--- src/rtl/acc_alu_pkg.sv ---
package acc_alu_pkg;
  localparam int OP_W = 5;

  typedef enum logic [OP_W-1:0] {
    OP_ADD = 5'd0,  OP_NOR = 5'd1,  OP_INC = 5'd2,  OP_DEC = 5'd3,
    OP_COM = 5'd4,  OP_NEG = 5'd5,  OP_TST = 5'd6,  OP_CLR = 5'd7,
    OP_ASR = 5'd8,  OP_LSL = 5'd9,  OP_LSR = 5'd10, OP_ROL = 5'd11,
    OP_ROR = 5'd12, OP_SEC = 5'd13, OP_CLC = 5'd14, OP_SEI = 5'd15,
    OP_CLI = 5'd16
  } alu_op_e;

  // Operations whose result drives the zero and negative flags
  function automatic logic op_writes_zn(logic [OP_W-1:0] o);
    return o <= OP_ROR;
  endfunction

  function automatic logic op_is_shift(logic [OP_W-1:0] o);
    return (o >= OP_ASR) && (o <= OP_ROR);
  endfunction

  function automatic logic op_defined(logic [OP_W-1:0] o);
    return o <= OP_CLI;
  endfunction
endpackage

--- src/rtl/acc_alu_arith.sv ---
module acc_alu_arith
  import acc_alu_pkg::*;
#(
  parameter int WIDTH = 8
) (
  input  logic [OP_W-1:0]  op,
  input  logic [WIDTH-1:0] a,
  input  logic [WIDTH-1:0] b,
  output logic [WIDTH-1:0] res,
  output logic             c_new,
  output logic             c_upd
);
  localparam logic [WIDTH-1:0] ONE = WIDTH'(1);

  always_comb begin
    res   = a;
    c_new = 1'b0;
    c_upd = 1'b0;
    case (op)
      OP_ADD: begin
        {c_new, res} = {1'b0, a} + {1'b0, b};
        c_upd = 1'b1;
      end
      OP_NOR: begin
        res   = ~(a | b);
        c_upd = 1'b1;
      end
      OP_INC: res = a + ONE;
      OP_DEC: res = a - ONE;
      OP_COM: begin
        res   = ~a;
        c_upd = 1'b1;
      end
      OP_NEG: begin
        res   = (~a) + ONE;
        c_new = |a;
        c_upd = 1'b1;
      end
      OP_TST: res = a;
      OP_CLR: begin
        res   = '0;
        c_upd = 1'b1;
      end
      default: ;
    endcase
  end
endmodule

--- src/rtl/acc_alu_shift.sv ---
module acc_alu_shift
  import acc_alu_pkg::*;
#(
  parameter int WIDTH = 8
) (
  input  logic [OP_W-1:0]  op,
  input  logic [WIDTH-1:0] a,
  input  logic             cin,
  output logic [WIDTH-1:0] res,
  output logic             c_new
);
  localparam int MSB = WIDTH - 1;

  always_comb begin
    res   = a;
    c_new = 1'b0;
    case (op)
      OP_ASR: begin res = {a[MSB], a[MSB:1]};   c_new = a[0];   end
      OP_LSL: begin res = {a[MSB-1:0], 1'b0};   c_new = a[MSB]; end
      OP_LSR: begin res = {1'b0, a[MSB:1]};     c_new = a[0];   end
      OP_ROL: begin res = {a[MSB-1:0], cin};    c_new = a[MSB]; end
      OP_ROR: begin res = {cin, a[MSB:1]};      c_new = a[0];   end
      default: ;
    endcase
  end
endmodule

--- src/rtl/acc_alu_flags.sv ---
module acc_alu_flags
  import acc_alu_pkg::*;
#(
  parameter int WIDTH = 8
) (
  input  logic             clk,
  input  logic             rst_n,
  input  logic             we,
  input  logic [OP_W-1:0]  op,
  input  logic [WIDTH-1:0] res,
  input  logic             c_new,
  input  logic             c_upd,
  output logic             z,
  output logic             c,
  output logic             n,
  output logic             i
);
  always_ff @(posedge clk or negedge rst_n) begin
    if (!rst_n) begin
      z <= 1'b0;
      c <= 1'b0;
      n <= 1'b0;
      i <= 1'b0;
    end else if (we) begin
      if (op_writes_zn(op)) begin
        z <= (res == '0);
        n <= res[WIDTH-1];
      end
      if (c_upd) c <= c_new;
      case (op)
        OP_SEC:  c <= 1'b1;
        OP_CLC:  c <= 1'b0;
        OP_SEI:  i <= 1'b1;
        OP_CLI:  i <= 1'b0;
        default: ;
      endcase
    end
  end

  p_hold_r11: assert property (@(posedge clk) disable iff (!rst_n)
    !we |=> $stable({z, c, n, i}));

  p_undef_r12: assert property (@(posedge clk) disable iff (!rst_n)
    (we && !op_defined(op)) |=> $stable({z, c, n, i}));

  p_int_only_r10: assert property (@(posedge clk) disable iff (!rst_n)
    (we && op != OP_SEI && op != OP_CLI) |=> $stable(i));

  p_sec_r10: assert property (@(posedge clk) disable iff (!rst_n)
    (we && op == OP_SEC) |=> c);
endmodule

--- src/rtl/acc_alu.sv ---
module acc_alu
  import acc_alu_pkg::*;
#(
  parameter int WIDTH = 8
) (
  input  logic             clk,
  input  logic             rst_n,
  input  logic [OP_W-1:0]  op,
  input  logic [WIDTH-1:0] acc_in,
  input  logic [WIDTH-1:0] operand,
  input  logic             flag_we,
  output logic [WIDTH-1:0] result,
  output logic             flag_z,
  output logic             flag_c,
  output logic             flag_n,
  output logic             flag_i
);
  logic [WIDTH-1:0] ar_res, sh_res;
  logic             ar_c, ar_upd, sh_c;
  logic             sel_shift;
  logic             c_new, c_upd;

  acc_alu_arith #(.WIDTH(WIDTH)) u_arith (
    .op(op), .a(acc_in), .b(operand),
    .res(ar_res), .c_new(ar_c), .c_upd(ar_upd)
  );

  acc_alu_shift #(.WIDTH(WIDTH)) u_shift (
    .op(op), .a(acc_in), .cin(flag_c),
    .res(sh_res), .c_new(sh_c)
  );

  always_comb begin
    sel_shift = op_is_shift(op);
    if (sel_shift) begin
      result = sh_res;
      c_new  = sh_c;
      c_upd  = 1'b1;
    end else if (op_writes_zn(op)) begin
      result = ar_res;
      c_new  = ar_c;
      c_upd  = ar_upd;
    end else begin
      result = acc_in;
      c_new  = 1'b0;
      c_upd  = 1'b0;
    end
  end

  acc_alu_flags #(.WIDTH(WIDTH)) u_flags (
    .clk(clk), .rst_n(rst_n), .we(flag_we), .op(op),
    .res(result), .c_new(c_new), .c_upd(c_upd),
    .z(flag_z), .c(flag_c), .n(flag_n), .i(flag_i)
  );

  p_tst_passes_r7: assert property (@(posedge clk) disable iff (!rst_n)
    (op == OP_TST) |-> (result == acc_in));

  p_zero_flag_r4: assert property (@(posedge clk) disable iff (!rst_n)
    (flag_we && op_writes_zn(op)) |=> (flag_z == ($past(result) == '0)));

  p_neg_flag_r4: assert property (@(posedge clk) disable iff (!rst_n)
    (flag_we && op_writes_zn(op)) |=> (flag_n == $past(result[WIDTH-1])));
endmodule

--- config.mk ---
export PLATFORM = sky130hd
export DESIGN_NAME = acc_alu
export DESIGN_NICKNAME = d
export VERILOG_FILES = /design/src/rtl/acc_alu_pkg.sv /design/src/rtl/acc_alu_arith.sv /design/src/rtl/acc_alu_shift.sv /design/src/rtl/acc_alu_flags.sv /design/src/rtl/acc_alu.sv
export SDC_FILE = /design/constraint.sdc
export NUM_CORES = 1
export LEC_CHECK = 0
export BUFFER_PORTS_ARGS = -buffer_cell sky130_fd_sc_hd__buf_2
export CORE_MARGIN = 4
export CORE_UTILIZATION = 30
export DETAILED_ROUTE_END_ITERATION = 16
export SYNTH_ARGS = -nofsm -noshare
export SYNTH_HDL_FRONTEND = slang
export SYNTH_SLANG_ARGS = --single-unit
export TNS_END_PERCENT = 50
--- constraint.sdc ---
create_clock -name clk -period 6.7 [get_ports clk]
set_input_delay 1.34 -clock clk [delete_from_list [all_inputs] [get_ports clk]]
set_output_delay 1.34 -clock clk [all_outputs]
set_load 0.01 [all_outputs]
==> metrics list <==
- Total overflow reported by the global router: 0
- Power, Total: 0.195 mW
- On the final layout, the worst hold slack is 541 ps.
* Source of the critical timing path: acc_in[0]
- The net count of the finished layout is 317.
- Maximum number of pins on one net before global-route repair: 27
* CP bufs+invs: 2
- DRC violations left: 0
* Final min period: 4790 ps
* Core ar.: 5510 µm²
- Ordered list of cells on the worst path: buf_2 > ha_1 > fa_1 > a211oi_1 > o21ai_0 > and3_1 > nor3b_1 > a211oi_1 > nor2_1 > buf_2
* Launching point of the worst reg2reg path: u_flags.c
- CTS built an H-tree with a depth of 1.
- TritonCTS built the clock tree.
- The multi-input combinational cells in the finished layout cover a total of 1440 µm².
- Hold repair after CTS inserted 0 buffers.
* Fraction of final layout cells with drive strength greater than 1: 0.169
* Via count of the first global-routing pass: 1758
* Async set or reset register ratio after synthesis: 1.00
* Number of gates resized after cts: 0
- Sort of element at the start of the critical path: primary input
- Clock tree synthesis selected as its root buffer the cell sky130_fd_sc_hd__clkbuf_8.
* Measured slew at the worst slew-check pin: 796 ps
- In this run the worst hold path is classified as register to register.
- Total clock sinks: 4
- Setup repair after global routing missed its margin: false
- Worst-skew pair later-pin latency: 210 ps
- Layout fillers: 604
* Footprint of the flip-flops and latches: 100 µm²
- Synthesis-to-finish area growth: 12.3%
- Counting every net in the synthesized netlist gives 294.
* Capturing element type of the critical path: primary output
- Final setup TNS: 0 ps
* Number of standard-cell rows in the floorplan: 27
* Max-cap check violation count: 0
- Top Family by Delay on Critical Path: adder cells
- Once detail routing completed, the nets flagged for antenna violations numbered 0.
- The cell area that synthesis handed to floorplanning was 1710 µm².
- Wire length of the first global-routing pass: 8710 µm
- In this run the worst path has a maximum fanout of 15.
- Run status: finished, final reports clean
- The floorplan step defined a die boundary enclosing 6960 µm².
* Worst Hold Path EP: u_flags.i
- The largest single stage delay on the critical path is 430 ps.
* Detailed placement HPWL: 4150 µm
* Final setup skew: 1.32 ps
- Buffers placed on the I/O ports in this run total 35.
- For the worst setup path, the data arrival time is 3450 ps.
* Max-Slew Margin vs Limit: 0.465
- Antenna diode count: 0
- Wirelength, routed: 5280 µm
- Summed over all cells, the static leakage comes to 0.828 nW.
* Initial drt markers: 167
* Reg2Reg Capture Point: u_flags.z
* GP Congestion: 0.892
- Gr usage total: 0.148
- Die width: 83.4 µm
- Total count of max-transition violations in the final report: 0
- Layout Cell Area excl Fill: 1920 µm²
- After detailed routing, the average wire length per cell comes to 15.4 µm.
- The number of clock buffers added by TritonCTS is 3.
- For this configuration, the core starts out at a cell density of 0.310.
- In this run the most critical hold path is launched from u_flags.i.
- The worst hold path was traced through 2 stages.
* Number of distinct library cells after synthesis: 59
- Peak clock frequency supported by timing: 209 MHz
- Vias post-DR: 2004
- From bottom edge to top edge, the die measures 83.4 µm.
- Averaged over all synthesized cells, the footprint is 6.80 µm².
- Once placement finished, the instance area stood at 1880 µm².
- Across all register-to-register paths, the minimum setup slack is 4230 ps.
* Number of post-CTS setup repair buffers: 0
- Register clock-pin slew on the reported worst setup and hold paths: 30 ps
- CTS Buffer Depth: 2
- The share of the Yosys chip area taken by registers is 0.0587.
- Category of the most critical setup path: primary input to primary output
- During synthesis, Yosys emitted a total of 0 warnings.
* Required @ worst endpoint: 5360 ps
* Post-detailed-route via-to-cell ratio: 5.83
- Cell count of the worst reg-to-reg path: 6
- Counting flops and latches in the post-synthesis netlist gives 4.
- For this design the ratio of total power to cell area is 102 nW/µm².
* Final hold vios: 0
- In the synthesized netlist the dominant register cell turns out to be sky130_fd_sc_hd__dfrtp_1.
- Number of placed I/O pins: 36
- Antenna violations before repair: 0
- Worst IR drop on VDD: 64.7 µV
* Cell at the slowest stage of the critical path: sky130_fd_sc_hd__fa_1
- Dividing the final minimum period by the clock period gives 0.714.
- Number of instances in the synthesized netlist: 251
- Initial DRT Pass Iterations: 5
* Number of synthesized flops with an enable pin: 0
- Setup violations remaining at the end of the flow were counted as 0.
cell usage after synthesis (5+ instances only):
master,n,share of area
sky130_fd_sc_hd__nand2_1,22,0.048
sky130_fd_sc_hd__a31oi_1,5,0.018
sky130_fd_sc_hd__o211ai_1,5,0.022
sky130_fd_sc_hd__inv_1,17,0.037
sky130_fd_sc_hd__nor2_1,23,0.051
sky130_fd_sc_hd__clkbuf_1,8,0.018
sky130_fd_sc_hd__xnor2_1,10,0.051
sky130_fd_sc_hd__a21oi_1,18,0.053
sky130_fd_sc_hd__a211oi_1,6,0.026
sky130_fd_sc_hd__nand3_1,5,0.015
sky130_fd_sc_hd__nor3b_1,5,0.022
sky130_fd_sc_hd__o21ai_0,16,0.047
sky130_fd_sc_hd__ha_1,18,0.13
sky130_fd_sc_hd__and3_1,5,0.018
sky130_fd_sc_hd__buf_2,5,0.015
sky130_fd_sc_hd__o21a_1,5,0.022
sky130_fd_sc_hd__nor3_1,6,0.018
sky130_fd_sc_hd__nor2b_1,5,0.018
metal layers:
metal | track usage | wire length [µm] | vias up
met5 | 0 | 0 | -
met3 | 0.0139 | 285 | 4
met4 | 0.0234 | 24 | 0
li1 | - | - | 965
met2 | 0.246 | 2470 | 81
met1 | 0.209 | 2500 | 954
worst max-delay path by stage:
stage / cells after the start / to
4_1_cts: 10 / result[7]
3_5_place_dp: 10 / result[7]
3_3_place_gp: 10 / result[7]
6_report: 10 / result[6]
2_1_floorplan: 9 / result[7]
5_1_grt: 10 / result[7]
metrics by stage:
step           instances  worst slack [ps]  utilization
2_1_floorplan        251              2350            -
3_3_place_gp         341              1930        0.341
3_5_place_dp         341              1910        0.341
4_1_cts              344              1910        0.348
5_1_grt              344              1720        0.348
6_report             344              1910        0.348
cell families (layout without fill, tap and decap cells):
family,after synthesis,after routing,share of synthesized area
adder cells (fa/ha/maj),19,19,0.144
XOR/XNOR,12,12,0.0616
AO/OA/AOI/OAI,87,87,0.345
buffers and inverters,35,56,0.0960
AND/OR/NAND/NOR,89,89,0.265
multiplexers,5,5,0.0301
flip-flops,4,4,0.0587
registers in the layout, summed over array words and instances, names as in the netlist:
signal / flops
u_flags.c: 1
u_flags.i: 1
u_flags.n: 1
u_flags.z: 1
layout by cell type (no fill, tap or decap), types with 5 or more instances in the layout:
| cell type | synthesis | layout |
|---|---|---|
| sky130_fd_sc_hd__nand2_1 | 22 | 22 |
| sky130_fd_sc_hd__o21ai_0 | 16 | 16 |
| sky130_fd_sc_hd__xnor2_1 | 10 | 10 |
| sky130_fd_sc_hd__nor3b_1 | 5 | 5 |
| sky130_fd_sc_hd__and3_1 | 5 | 5 |
| sky130_fd_sc_hd__a31oi_1 | 5 | 5 |
| sky130_fd_sc_hd__buf_2 | 5 | 35 |
| sky130_fd_sc_hd__o21a_1 | 5 | 5 |
| sky130_fd_sc_hd__nand3_1 | 5 | 5 |
| sky130_fd_sc_hd__inv_1 | 17 | 17 |
| sky130_fd_sc_hd__ha_1 | 18 | 18 |
| sky130_fd_sc_hd__o211ai_1 | 5 | 5 |
| sky130_fd_sc_hd__a211oi_1 | 6 | 6 |
| sky130_fd_sc_hd__nor2_1 | 23 | 23 |
| sky130_fd_sc_hd__nor2b_1 | 5 | 5 |
| sky130_fd_sc_hd__a21oi_1 | 18 | 18 |
| sky130_fd_sc_hd__nor3_1 | 6 | 6 |
area by class of cell:
type                       instances  area share
multi-input combinational        212       0.753
timing repair buffer              35      0.0914
sequential                         4      0.0522
tap                               72      0.0470
inverter                          18      0.0352
clock buffer                       3      0.0215
where the power goes:
| group | switching, mW | leakage [nW] | internal [mW] | total, mW |
|---|---|---|---|---|
| sequential | 0.00227 | 0.0502 | 0.0268 | 0.0291 |
| combinational | 0.0709 | 0.756 | 0.0463 | 0.117 |
| clock | 0.0107 | 0.0216 | 0.0381 | 0.0488 |
tightest hold or removal path, stage by stage, from the launching register on:
cell and delay, ps:
sky130_fd_sc_hd__dfrtp_1 350, sky130_fd_sc_hd__a21oi_1 70, sky130_fd_sc_hd__nor2_1 80
No activity file was read; power rests on OpenSTA's default activity.
